### src/rtl/irq_ctrl_pkg.sv
package irq_ctrl_pkg;
  localparam int ADDR_W   = 8;
  localparam int DATA_W   = 32;
  localparam logic [ADDR_W-1:0] OFS_CAUSE = 8'h00;
  localparam logic [ADDR_W-1:0] OFS_MASK  = 8'h04;
  localparam logic [ADDR_W-1:0] OFS_FIND  = 8'h08;
  localparam logic [ADDR_W-1:0] OFS_PRST  = 8'h24;
endpackage

### src/rtl/rsw_latch.sv
module rsw_latch (
  input  logic clk_i,
  input  logic rst_ni,
  input  logic rsw_ni,
  input  logic ack_i,
  output logic state_o,
  output logic pend_o
);
  logic s1_q, s2_q, s3_q, pend_q;
  logic press;

  assign press = s3_q & ~s2_q;

  always_ff @(posedge clk_i or negedge rst_ni) begin
    if (!rst_ni) begin
      s1_q   <= 1'b1;
      s2_q   <= 1'b1;
      s3_q   <= 1'b1;
      pend_q <= 1'b0;
    end else begin
      s1_q <= rsw_ni;
      s2_q <= s1_q;
      s3_q <= s2_q;
      if (press)      pend_q <= 1'b1;  // a new press wins over an acknowledge
      else if (ack_i) pend_q <= 1'b0;
    end
  end

  assign state_o = s2_q;
  assign pend_o  = pend_q;

  a_r4_set_on_press: assert property (@(posedge clk_i) disable iff (!rst_ni)
    press |=> pend_o);
  a_r4_hold: assert property (@(posedge clk_i) disable iff (!rst_ni)
    pend_o && !ack_i |=> pend_o);
  a_r5_ack_clears: assert property (@(posedge clk_i) disable iff (!rst_ni)
    ack_i && !press |=> !pend_o);
endmodule

### src/rtl/low_index_find.sv
module low_index_find #(
  parameter int N = 32,
  localparam int IW = $clog2(N)
) (
  input  logic [N-1:0]  vec_i,
  output logic          any_o,
  output logic [IW-1:0] idx_o
);
  always_comb begin
    idx_o = '0;
    for (int i = N - 1; i >= 0; i--) begin
      if (vec_i[i]) idx_o = IW'(i);
    end
  end
  assign any_o = |vec_i;

  always_comb begin
    if (any_o) a_r9_hit_set: assert (vec_i[idx_o]);
  end
endmodule

### src/rtl/rst_pulse.sv
module rst_pulse #(
  parameter int RST_LEN = 16,
  localparam int CW = $clog2(RST_LEN + 1)
) (
  input  logic clk_i,
  input  logic rst_ni,
  input  logic start_i,
  output logic pulse_o
);
  logic [CW-1:0] cnt_q;

  always_ff @(posedge clk_i or negedge rst_ni) begin
    if (!rst_ni)            cnt_q <= '0;
    else if (start_i)       cnt_q <= CW'(RST_LEN);
    else if (cnt_q != '0)   cnt_q <= cnt_q - 1'b1;
  end

  assign pulse_o = (cnt_q != '0);

  a_r8_start: assert property (@(posedge clk_i) disable iff (!rst_ni)
    start_i |=> pulse_o);
  a_r8_end: assert property (@(posedge clk_i) disable iff (!rst_ni)
    !start_i && cnt_q == CW'(1) |=> !pulse_o);
endmodule

### src/rtl/level_irq_ctrl.sv
module level_irq_ctrl
  import irq_ctrl_pkg::*;
#(
  parameter int NUM_LINES = 32,
  parameter int RSW_IDX   = 1,
  parameter int STAT_BIT  = 16,
  parameter int RST_LEN   = 16,
  localparam int IW = $clog2(NUM_LINES)
) (
  input  logic              clk_i,
  input  logic              rst_ni,
  input  logic              req_i,
  input  logic              we_i,
  input  logic [ADDR_W-1:0] addr_i,
  input  logic [DATA_W-1:0] wdata_i,
  output logic [DATA_W-1:0] rdata_o,
  input  logic [NUM_LINES-1:0] src_i,
  input  logic              rsw_ni,
  output logic              irq_o,
  output logic              plat_rst_o
);
  logic [NUM_LINES-1:0] mask_q, cause, irq_src, pend;
  logic wr, wr_cause, wr_mask, wr_prst;
  logic rsw_state, rsw_pend, find_any;
  logic [IW-1:0] find_idx;
  logic unused_src;

  assign wr       = req_i & we_i;
  assign wr_cause = wr & (addr_i == OFS_CAUSE);
  assign wr_mask  = wr & (addr_i == OFS_MASK);
  assign wr_prst  = wr & (addr_i == OFS_PRST);
  assign unused_src = src_i[RSW_IDX] ^ src_i[STAT_BIT];

  always_ff @(posedge clk_i or negedge rst_ni) begin
    if (!rst_ni)      mask_q <= '0;
    else if (wr_mask) mask_q <= wdata_i[NUM_LINES-1:0];
  end

  rsw_latch u_rsw (
    .clk_i   (clk_i),
    .rst_ni  (rst_ni),
    .rsw_ni  (rsw_ni),
    .ack_i   (wr_cause & wdata_i[RSW_IDX]),
    .state_o (rsw_state),
    .pend_o  (rsw_pend)
  );

  for (genvar i = 0; i < NUM_LINES; i++) begin : g_line
    if (i == RSW_IDX) begin : g_rsw
      assign cause[i]   = rsw_pend;
      assign irq_src[i] = rsw_pend;
    end else if (i == STAT_BIT) begin : g_stat
      assign cause[i]   = rsw_state;
      assign irq_src[i] = 1'b0;
    end else begin : g_lvl
      assign cause[i]   = src_i[i];
      assign irq_src[i] = src_i[i];
    end
  end

  assign pend  = irq_src & mask_q;
  assign irq_o = |pend;

  low_index_find #(.N(NUM_LINES)) u_find (
    .vec_i (pend),
    .any_o (find_any),
    .idx_o (find_idx)
  );

  rst_pulse #(.RST_LEN(RST_LEN)) u_prst (
    .clk_i   (clk_i),
    .rst_ni  (rst_ni),
    .start_i (wr_prst),
    .pulse_o (plat_rst_o)
  );

  always_comb begin
    rdata_o = '0;
    unique case (addr_i)
      OFS_CAUSE: rdata_o[NUM_LINES-1:0] = cause;
      OFS_MASK:  rdata_o[NUM_LINES-1:0] = mask_q;
      OFS_FIND: begin
        rdata_o[IW-1:0]     = find_any ? find_idx : '0;
        rdata_o[DATA_W-1]   = ~find_any;
      end
      default:   rdata_o = '0;
    endcase
  end

  a_r3_masked_quiet: assert property (@(posedge clk_i) disable iff (!rst_ni)
    mask_q == '0 |-> !irq_o);
  a_r3_mask_write: assert property (@(posedge clk_i) disable iff (!rst_ni)
    wr_mask |=> mask_q == $past(wdata_i[NUM_LINES-1:0]));
  a_r6_stat_no_irq: assert property (@(posedge clk_i) disable iff (!rst_ni)
    (mask_q & ~(NUM_LINES'(1) << STAT_BIT)) == '0 |-> !irq_o);
endmodule

### config.mk
export PLATFORM = sky130hd
export DESIGN_NAME = level_irq_ctrl
export DESIGN_NICKNAME = d
export VERILOG_FILES = /design/src/rtl/irq_ctrl_pkg.sv /design/src/rtl/rsw_latch.sv /design/src/rtl/low_index_find.sv /design/src/rtl/rst_pulse.sv /design/src/rtl/level_irq_ctrl.sv
export SDC_FILE = /design/constraint.sdc
export NUM_CORES = 1
export LEC_CHECK = 0
export BUFFER_PORTS_ARGS = -buffer_cell sky130_fd_sc_hd__buf_2
export CAP_MARGIN = 20
export CORE_MARGIN = 2
export CORE_UTILIZATION = 40
export CTS_BUF_LIST = sky130_fd_sc_hd__clkbuf_4 sky130_fd_sc_hd__clkbuf_8
export DETAILED_ROUTE_END_ITERATION = 8
export PLACE_DENSITY = 0.7
export SYNTH_ARGS = -nofsm -noshare
export SYNTH_HDL_FRONTEND = slang
export SYNTH_SLANG_ARGS = --single-unit
export TNS_END_PERCENT = 5
### constraint.sdc
create_clock -name clk_i -period 2.75 [get_ports clk_i]
set_input_delay 0.4125 -clock clk_i [delete_from_list [all_inputs] [get_ports clk_i]]
set_output_delay 0.4125 -clock clk_i [all_outputs]
set_load 0.005 [all_outputs]
* Word level (Yosys, flattened, before mapping)
Cells that the tools add are included.
** Cells by class
- Mux-type cells :: 40
- Add/sub/neg operators :: 1
- Reductions and logical operators :: 5
- Eq/ne operators :: 3
- Bitwise logic cells :: 9
** Operators by type and width (number)
- $mux W5 :: 35
- $pmux W26 S2 :: 1
- $and A32 B32 Y32 :: 1
- $reduce_or A32 Y1 :: 1
- $pmux W5 S3 :: 1
- $eq A8 B3 Y1 const B :: 1
- $eq A8 B4 Y1 const B :: 1
- $eq A8 B6 Y1 const B :: 1
- $logic_not A8 Y1 :: 1
- $and A1 B1 Y1 :: 6
- $reduce_bool A5 Y1 :: 1
- $sub A5 B1 Y5 const B :: 1
- $reduce_bool A2 Y1 :: 2
- $pmux W1 S3 :: 1
- $mux W1 :: 2
- $not A1 Y1 :: 2
** Storage, ports and cells
- Bits in registers :: 41
- Input port bits :: 77

* Logic depth before layout (Yosys ltp)
Gate-level depths: netlist of run 1.
- Depth after elaboration :: 35
- Depth in mapped cells :: 7
- Depth with buffers taken out :: 6

* Hierarchy
A second synthesis of run 1 with hierarchy kept.
** Unflattened totals
- Cell total of the unflattened synthesis :: 272
- Area total of the unflattened synthesis :: 2682.6 µm²
** Modules (own cells, without submodules)
- level_irq_ctrl :: instances 1, area an instance 1911.8 µm², cells each 175, sequential area each 800.8 µm²
- low_index_find :: instances 1, area an instance 385.4 µm², cells each 65, sequential area each 0.0 µm²
- rst_pulse :: instances 1, area an instance 261.5 µm², cells each 25, sequential area each 125.1 µm²
- rsw_latch :: instances 1, area an instance 123.9 µm², cells each 7, sequential area each 103.8 µm²

* Least setup slack after synthesis of run 1
OpenSTA, ideal clock, no wires.
- Path type :: input to output
- From :: input src_i[4]
- To :: output rdata_o[31]
- Cell stages on the path :: 6
- Data arrival time :: 1.868 ns
- Data required time :: 2.338 ns
- Path slack :: 0.470 ns
- Cell sequence :: nand2_1 -> nand2_1 -> or4_1 -> or4_4 -> o22ai_2 -> and2b_1
** Between the ends
- Longest elaborated chain between the ends :: 4
** RTL lines
- start, declared :: RTL line level_irq_ctrl.sv:17 : input logic [NUM_LINES-1:0] src_i,
- $and A32 B32 Y32 :: RTL line level_irq_ctrl.sv:61 : assign pend = irq_src & mask_q;
- $reduce_or A32 Y1
- named net irq_o :: RTL line level_irq_ctrl.sv:19 : output logic irq_o,
- $not A1 Y1 :: RTL line level_irq_ctrl.sv:84 : rdata_o[DATA_W-1] = ~find_any;
- $pmux W1 S3 :: RTL line level_irq_ctrl.sv:79 : unique case (addr_i)
- end, declared :: RTL line level_irq_ctrl.sv:16 : output logic [DATA_W-1:0] rdata_o,
The timed path passes the listed nets, and every way through them passes these cells.

* Worst setup path after layout of run 1
- From :: register mask_q[6]
- To :: output rdata_o[4]
** Between the ends
- Longest elaborated chain between the ends :: 10
- Elaborated cells between the ends (all ways) :: 11
** RTL lines
- start, declared :: RTL line level_irq_ctrl.sv:22 : logic [NUM_LINES-1:0] mask_q, cause, irq_src, pend;
- start signal, assigned :: RTL line level_irq_ctrl.sv:36 : else if (wr_mask) mask_q <= wdata_i[NUM_LINES-1:0];
- $and A32 B32 Y32 * :: RTL line level_irq_ctrl.sv:61
- $mux W5 (7 in a row) :: RTL line low_index_find.sv:12 : if (vec_i[i]) idx_o = IW'(i);
- $mux W5 * :: RTL line level_irq_ctrl.sv:83 : rdata_o[IW-1:0] = find_any ? find_idx : '0;
- $pmux W5 S3 * :: RTL line level_irq_ctrl.sv:79
Every way passes the cells marked *; elsewhere a longest branch is shown, timed or not.

==> impl_results.md, run 1 <==
- Initial Util: between 40 and 50%
- Startpoint types: flop
- Metal2 WL: about 3100 µm
- Cells after synthesis: approximately 240
- CP max FO: 4
- Crit end category: output port
- Post-synth top area cell: dfrtp_1
- Die Ht: between 80 and 90 µm
- Pleak: 1.74 nW
- GRT overflow: 0
- Clock latency on the worst-skew pair: about 0.3 ns
- Tightest Pin Transition: 0.917 ns
- Antenna Nets Post-Route: 0
- Clk root buf: clkbuf_8
- Vias in the first global route: between 2000 and 2500
- DR WL met3: between 500 and 600 µm
- Post-Synth XOR/XNOR Area: less than 1%
- Final hold vios: 0
- Min-delay src: rsw_ni
- Worst-case clock buffer depth: 2
- Syn_area_per_cell: 10.2 µm²
- Post-synthesis compound-gate area fraction: a little under a quarter
- Post-synth net total: ~320
- Boundary pin count: roughly 110
- Simple-Gate Fraction of Synth Area: roughly 16%
- Routability-driven placement congestion ratio: approximately 0.74
- Total Wirelength: about 6600 µm
- Maximum VDD drop: ~0.26 mV
- Met1 WL: between 2000 and 3000 µm
- Data required, critical path: 2.34 ns
- Final Util: 55.9%
- Final nets: ~430
- Largest net degree at the start of global routing: 42
- Adder-cell share of the synthesized area: between 1 and 1.5%
- Clk_skew: 0.000880 ns
- Max incr delay on CP: ~0.54 ns
- FMAX: around 0.37 GHz
- CP cell instances: nand2_2, nand2_4, or4_4, or4b_4, o31ai_4, buf_2
- Netlist cell types: 49
- Setup TNS Final: 0 ns
- Status: finished, final reports clean
- WP data arrival: 2.32 ns
- Clock slew at reported path FFs: about 0.08 ns
- Setup crit start: mask_q[6]
- WL/cell: 15.2 µm
- Commonest non-fill, non-tap cell in the layout: buf_2
- Post-synthesis sequential area ratio: 41.6%
- Relative slew margins: between 30 and 40%
- Max_cap viols: 0
- Crit-path slowest cell: or4_4
- Die width: between 80 and 90 µm
- TritonCTS clock tree: done
- Cts hold-fix bufs: 0
- Most frequent cells in the layout: 108 x buf_2, 38 x dfrtp_1, 37 x nand2_1, 30 x mux2_2, 28 x a22o_1
- Mapped Area: about 2500 µm²
- Max Slew Vio Count: 0
- 1st-iter DRT viols: just under 70
- Setup Viol. Count Final: 0
- Top Layer Used: met4
- Num CTS Buffers: 5
- Antenna violations before repair: 0
- RSZ-0062 raised after global routing: true
- CTS Sinks: 41
- ANT cells: 0
- Final period utilization: 99.4%
- Layout cells sized above 1: approximately half
- Hold Crit Class: primary input to flop
- Drt drc: 0
- Mux cell area share after synthesis: about 15%
- First-pass GRT wire length: roughly 10000 µm
- Final total power: 1.50 mW
- First-pass iteration count of the detailed router: 4
- P&R area growth vs syn: 34.5%
- Synth top area share: 38.4%
- CTS H-tree lvls: 2
- Yosys warning count: 0
- Input/output buffers: about 110
- Largest family of logic cells by synthesized area: compound AO/OA/AOI/OAI gates
- Cell family with most CP delay: simple AND/OR/NAND/NOR gates
- CP Class: flop to output port
- Bufs and invs on worst path: 1
- Detailed placer's ending HPWL: 4970 µm
- Synth top area cells: dfrtp_1 38%, mux2_2 14%, a22o_1 9.9%, nand2_1 5.9%, a22oi_1 3.9%
- Die footprint: ~6800 µm²
- Final min period: around 2.7 ns
- Synthesized flop and latch total: roughly 40
- R2R Path Start: u_prst.cnt_q[0]
- Total GRT Usage: 19.9%
- Cell Rows: 28
- PD cells: ~450 nW/µm²
- Routed vias: 2354
- Core area: about 6000 µm²
- Vias/cell: around 5.5
synth_stat cells (all sizes together):
cell,instances
o21ai,5
a41oi,2
a22o,28
and4b,1
and3,3
nand3,5
nor3,5
and2b,1
a31o,2
dfrtp,38
and4,1
nand2,41
xnor2,1
buf,4
o22ai,1
dfstp,3
a21boi,1
nand4,2
clkbuf,6
or4b,1
a21o,1
nor3b,1
nor2,8
a32o,2
inv,3
o31ai,2
a32oi,2
or4,2
a22oi,13
and2,2
o211ai,2
a221o,1
mux2i,1
nand3b,2
o2111ai,2
a211o,1
a31oi,1
mux2,33
xor2,1
nand2b,3
a21oi,3
a211oi,3
ha,2
what timing repair did:
action	4_1_cts	5_1_grt
gates resized for setup	3	8
pin swaps	2	1
setup buffers	0	2
setup endpoints to repair	6	6
state kept, by name (all words and copies together), names as in the netlist:
signal and count:
mask_q 32, u_rsw.s1_q 1, u_rsw.pend_o 1, u_rsw.s3_q 1, u_rsw.state_o 1, u_prst.cnt_q 5
through the flow:
stage	hold WS, ns	area, µm²	std cells	setup WS [ns]
global placement	0.346	3160	421	0.123
detailed placement	0.350	3160	421	0.0899
CTS	0.192	3280	429	-0.0356
floorplan	0.117	2480	242	0.470
global route	0.186	3330	431	-0.0577
finish	0.202	3330	431	0.0175
final timing paths:
check | slack [ns] | cells past startpoint | endpoint
worst max register to register | 1.38 | 6 | u_prst.cnt_q[2]
worst max-delay path | 0.02 | 6 | rdata_o[4]
max in group asynchronous | 1.94 | 1 | mask_q[26]
min in group asynchronous | 0.24 | 1 | mask_q[15]
worst min-delay path | 0.20 | 1 | u_rsw.s1_q
worst min register to register | 0.36 | 0 | u_rsw.state_o
cell families after synthesis:
| kind of cell | after synthesis |
|---|---|
| and+or+nand+nor | 78 |
| AOI/OAI and AO/OA | 72 |
| DFF | 41 |
| muxes | 34 |
| buffers and inverters | 13 |
| xor gates and xnor gates | 2 |
| adders and majority gates | 2 |
power breakdown:
| group | switching, mW | leakage [nW] | internal, mW |
|---|---|---|---|
| Sequential | 0.0419 | 0.544 | 0.659 |
| Clock | 0.219 | 0.0543 | 0.272 |
| Combinational | 0.153 | 1.15 | 0.160 |
cell type report:
type / count / area [µm²]
fillers: 551 / 2620
clock inverters: 3 / 46.3
inverters: 3 / 11.3
repair buffers: 116 / 638
clock buffers: 5 / 68.8
flip-flops and latches: 41 / 1030
multi-input cells: 188 / 1440
well taps: 75 / 93.8
routing by layer:
layer / global-route usage, % / vias up
met4: 5.41 / 0
met3: 6.20 / 7
li1: - / 1156
met5: 0 / -
met2: 33.0 / 78
met1: 25.1 / 1113
Power figures use the tool's default switching activity.
==> run 2: changes to the inputs <==
--- a/config.mk
+++ b/config.mk
@@ -8,10 +8,11 @@
 export BUFFER_PORTS_ARGS = -buffer_cell sky130_fd_sc_hd__buf_2
 export CAP_MARGIN = 20
 export CORE_MARGIN = 2
-export CORE_UTILIZATION = 40
+export CORE_UTILIZATION = 45
 export CTS_BUF_LIST = sky130_fd_sc_hd__clkbuf_4 sky130_fd_sc_hd__clkbuf_8
 export DETAILED_ROUTE_END_ITERATION = 8
-export PLACE_DENSITY = 0.7
+export PLACE_DENSITY = 0.77
+export SETUP_SLACK_MARGIN = 0.05
 export SYNTH_ARGS = -nofsm -noshare
 export SYNTH_HDL_FRONTEND = slang
 export SYNTH_SLANG_ARGS = --single-unit
==> impl_results.md, run 2 (synthesized netlist as in run 1, its figures left out) <==
- Status: finished, final reports clean
- Total GRT Usage: about 21%
- Input/output buffers: roughly 110
- CTS H-tree lvls: 2
- PD cells: roughly 430 nW/µm²
- Relative slew margins: about two fifths
- Hold Crit Class: primary input to flop
- Core area: ~5400 µm²
- Commonest non-fill, non-tap cell in the layout: buf_2
- Fill cells: 496
- CP Class: flop to output port
- Initial Util: approximately 46%
- Most frequent cells in the layout: 108 x buf_2, 38 x nand2_1, 38 x dfrtp_1, 30 x mux2_2, 28 x a22o_1
- 1st-iter DRT viols: approximately 100
- Cts hold-fix bufs: 0
- Clk root buf: clkbuf_8
- Die Ht: 78.2 µm
- Worst-case clock buffer depth: 2
- Largest net degree at the start of global routing: 42
- CTS Sinks: between 40 and 50
- Final hold vios: 0
- Vias in the first global route: 2318
- Maximum VDD drop: 0.280 mV
- First-pass iteration count of the detailed router: 4
- Die footprint: between 6000 and 7000 µm²
- Max Slew Vio Count: 0
- Data required, critical path: around 2.3 ns
- Detailed placer's ending HPWL: about 5000 µm
- Tightest Pin Transition: 0.912 ns
- Placed cells: between 400 and 500
- Pleak: roughly 1.7 nW
- Final Util: approximately three fifths
- Fin Hold WS: roughly 0.21 ns
- Crit end category: output port
- RSZ-0062 raised after global routing: true
- Total Wirelength: 6410 µm
- Final nets: between 400 and 500
- Multi-input gate area: between 1000 and 1500 µm²
- Antenna Nets Post-Route: 0
- Num CTS Buffers: 5
- TritonCTS clock tree: done
- Boundary pin count: approximately 110
- Cell Rows: 27
- Max_cap viols: 0
- Clock latency on the worst-skew pair: a little under 0.3 ns
- Final min period: roughly 2.7 ns
- Sequential cell area: 1030 µm²
- Vias/cell: around 5.6
- Clk_skew: roughly 0.0005 ns
- Drt drc: 0
- ANT cells: 0
- Setup Viol. Count Final: 0
- First-pass GRT wire length: 10500 µm
- P&R area growth vs syn: 32.7%
- Routability-driven placement congestion ratio: 0.791
- Antenna violations before repair: 0
- WP data arrival: 2.30 ns
- FMAX: 0.369 GHz
- CP max FO: 4
- Top flop regs: mask_q: 32 flops, u_prst.cnt_q: 5 flops
- Final period utilization: between 90% and 100%
- GRT overflow: 0
- Setup TNS Final: 0 ns
- Layout Cells excl Fill: 430
- Max FFs per register: 32
- Reg with most FFs: mask_q
- Routed vias: 2387
- Die width: approximately 78 µm
- Clock slew at reported path FFs: 0.08 ns
- Startpoint types: flop
- Layout cells sized above 1: just under 50%
- WL/cell: ~15 µm
[run 2: layout make-up]
cell class | count | share of cell area, %
clock inverters | 3 | 0.533
inverters | 3 | 0.343
well taps | 72 | 2.74
repair buffers | 118 | 19.1
multi-input cells | 188 | 43.9
flip-flops and latches | 41 | 31.3
clock buffers | 5 | 2.09
[run 2: worst paths after layout]
check,start,to,slack (ns),depth (start not counted)
hold / removal,rsw_ni,u_rsw.s1_q,0.21,1
hold reg to reg,u_rsw.s1_q,u_rsw.state_o,0.36,0
min in group asynchronous,rst_ni,mask_q[16],0.24,1
setup / recovery,mask_q[7],rdata_o[4],0.04,6
setup reg to reg,u_prst.cnt_q[0],u_prst.cnt_q[2],1.37,6
max in group asynchronous,rst_ni,mask_q[26],1.93,1
[run 2: power breakdown]
group	internal [mW]	total (mW)	switching, mW
Clock	0.175	0.384	0.209
Sequential	0.659	0.700	0.0413
Combinational	0.160	0.315	0.156
Total	0.994	1.40	0.406
[run 2: timing repair]
| item | CTS | global route |
|---|---|---|
| gates resized for setup | 2 | 8 |
| endpoints found under the setup margin | 6 | 6 |
| endpoints found under the hold margin | 0 | 0 |
| pin swaps | 2 | 4 |
| buffers inserted | 0 | 3 |
[run 2: metal layers]
metal	vias to the layer above	share of wire [%]	GRT usage, %	routed length [µm]
met5	-	0	0	0
li1	1161	-	-	-
met1	1150	44	26.7	2790
met4	0	0.76	5.26	49
met2	71	49	37.2	3160
met3	5	6.4	5.63	412
[run 2: worst max-delay path, cell delays in order (launching register included)]
cell	delay (ns)
dfrtp_1	0.42
nand2_1	0.09
nand2_2	0.08
or4_4	0.54
or4b_4	0.52
o31ai_4	0.20
buf_2	0.15
[run 2: stage by stage]
| stage | total power [mW] | worst slack, ns | instance area, µm² |
|---|---|---|---|
| detailed placement | 1.02 | 0.0950 | 3130 |
| global placement | 1.00 | 0.123 | 3130 |
| CTS | 1.41 | -0.0160 | 3230 |
| global route | 1.49 | -0.0283 | 3290 |
| floorplan | 0.889 | 0.470 | 2480 |
| finish | 1.40 | 0.0414 | 3290 |
==> run 3: changes to the inputs <==
==> constraint.sdc (replaced) <==
create_clock -name clk_i -period 2.85 [get_ports clk_i]
set_input_delay 0.4275 -clock clk_i [delete_from_list [all_inputs] [get_ports clk_i]]
set_output_delay 0.4275 -clock clk_i [all_outputs]
set_load 0.005 [all_outputs]
==> impl_results.md, run 3 (synthesized netlist as in run 1, its figures left out) <==
- Status: finished, final reports clean
- CP cell instances: nand2_2, nand2_2, or4_4, or4b_4, o31ai_4, buf_2
- WL/cell: 15.4 µm
- Max Slew Vio Count: 0
- Hold Crit Class: primary input to flop
- CP max FO: 4
- Top Layer Used: met4
- Relative slew margins: about two fifths
- Max FFs per register: 32
- Switching Power: ~0.4 mW
- Seq pwr share: between 40% and 50%
- Total GRT Usage: between 20% and 30%
- Most frequent cells in the layout: 108 x buf_2, 38 x dfrtp_1, 37 x nand2_1, 30 x mux2_2, 28 x a22o_1
- Antenna Nets Post-Route: 0
- First-pass GRT wire length: ~11000 µm
- Pre-CTS setup slack: roughly 0.15 ns
- Die width: a little under 80 µm
- Crit-path slowest cell: or4_4
- Input/output buffers: ~110
- CP most frequent cell: nand2_2
- Setup TNS Final: 0 ns
- Boundary pin count: between 100 and 150
- Met1 WL: roughly 2900 µm
- Total Wirelength: between 6000 and 7000 µm
- Cts hold-fix bufs: 0
- Final min period: about 2.8 ns
- ANT cells: 0
- Clock latency on the worst-skew pair: 0.30 ns
- Cell Rows: 27
- Drt drc: 0
- CTS H-tree lvls: 2
- FMAX: between 0.3 and 0.4 GHz
- Int Power: between 0.9 and 1 mW
- Pleak: around 1.7 nW
- Initial Util: a little under half
- Final WS setup: between 0.08 and 0.09 ns
- Num CTS Buffers: 5
- Core area: around 5400 µm²
- Commonest non-fill, non-tap cell in the layout: buf_2
- Setup Viol. Count Final: 0
- Cell family with most CP delay: simple AND/OR/NAND/NOR gates
- 1st-iter DRT viols: roughly 110
- Final total power: between 1 and 1.5 mW
- Clock slew at reported path FFs: ~0.090 ns
- Die Ht: between 70 and 80 µm
- Switching Share: 29.4%
- Antenna violations before repair: 0
- Top flop regs: mask_q: 32 flops, u_prst.cnt_q: 5 flops
- DR WL met3: approximately 390 µm
- P&R area growth vs syn: 33.0%
- Vias/cell: approximately 5.5
- Largest net degree at the start of global routing: 42
- Clk root buf: clkbuf_8
- Die footprint: between 6000 and 7000 µm²
- Clk pwr share: between 20% and 30%
- Routed vias: ~2400
- GRT overflow: 0
- CTS Sinks: 41
- Final hold vios: 0
- Final period utilization: 96.9%
- Worst-case clock buffer depth: 2
- PD cells: around 410 nW/µm²
- Metal2 WL: ~3200 µm
- Tightest Pin Transition: 0.929 ns
- Final nets: 434
- CP Class: flop to output port
- Maximum VDD drop: about 0.23 mV
- WP data arrival: between 2 and 2.5 ns
- Startpoint types: flop
- Layout cells sized above 1: between 40% and 50%
- Data required, critical path: around 2.4 ns
- Max incr delay on CP: ~0.54 ns
- RSZ-0062 raised after global routing: true
- Detailed placer's ending HPWL: a little under 5000 µm
- Max_cap viols: 0
- First-pass iteration count of the detailed router: 6
- Fin Hold WS: around 0.22 ns
- Vias in the first global route: about 2400
- Bufs and invs on worst path: 1
- Comb power frac: between 20 and 25%
- Routability-driven placement congestion ratio: 0.783
- TritonCTS clock tree: done
- Fill cells: around 500
- Reg with most FFs: mask_q
- Clk_skew: 0.00756 ns
- Crit end category: output port
==> run 3: cell count changes in the layout (fill, tap and decap cells not counted) <==
cell | before | now
nand2_2 | 3 | 4
buf_12 | 1 | 3
a22oi_2 | 3 | 2
a22oi_1 | 10 | 11
nand3_2 | 1 | 0
nand3_1 | 4 | 5
buf_4 | 9 | 5
clkinv_2 | 2 | 0
nand2_1 | 38 | 37
clkinvlp_4 | 1 | 3
o21ai_1 | 2 | 1
o21ai_0 | 3 | 4
==> run 3: routing by layer <==
| metal | vias to the layer above | GRT usage [%] |
|---|---|---|
| met3 | 8 | 5.98 |
| li1 | 1161 | - |
| met4 | 0 | 6.49 |
| met2 | 71 | 39.1 |
| met5 | - | 0 |
| met1 | 1125 | 26.6 |
==> run 3: worst register-to-register path, delay by kind of cell, from the launching register on <==
family	cells	cell delay (ns)
adders and majority gates	1	0.21
muxes	1	0.26
and+or+nand+nor	3	0.37
DFF	1	0.39
buffers and inverters	1	0.07
==> run 3: final timing paths <==
kind / cells past startpoint / from / slack [ns] / end
max: 6 / mask_q[6] / 0.09 / rdata_o[4]
min in group asynchronous: 1 / rst_ni / 0.26 / mask_q[15]
max in group asynchronous: 1 / rst_ni / 2.00 / mask_q[20]
min: 1 / rsw_ni / 0.22 / u_rsw.s1_q
max reg2reg: 6 / u_prst.cnt_q[0] / 1.50 / u_prst.cnt_q[2]
min reg2reg: 0 / u_rsw.s1_q / 0.36 / u_rsw.state_o
==> run 3: cell type report <==
cell class              count  area (µm²)  area share [%]
multi-input cells         188        1430            43.5
flip-flops and latches     41        1030            31.3
repair buffers            116         638            19.4
well taps                  72        90.1            2.73
clock buffers               5        68.8            2.09
clock inverters             3        22.5           0.684
inverters                   3        11.3           0.342
==> run 3: per-stage QoR <==
step / area, µm² / util, % / instances
2_1_floorplan: 2480 / - / 242
3_3_place_gp: 3140 / 58.0 / 416
3_5_place_dp: 3140 / 58.0 / 416
4_1_cts: 3250 / 60.1 / 426
5_1_grt: 3290 / 60.9 / 428
6_report: 3290 / 60.9 / 428
==> run 3: power by group through the flow <==
stage | Clock, mW | Sequential, mW | Combinational, mW
6_report | 0.383 | 0.675 | 0.302
5_1_grt | 0.421 | 0.684 | 0.345
4_1_cts | 0.401 | 0.676 | 0.301
3_5_place_dp | 0 | 0.688 | 0.296
3_3_place_gp | 0 | 0.685 | 0.286
2_1_floorplan | 0 | 0.678 | 0.180
==> run 3: repair_timing <==
action | 4_1_cts | 5_1_grt
setup endpoints to repair | 5 | 5
gates resized for setup | 1 | 7
buffers inserted | 2 | 2
pin swaps | 2 | 2
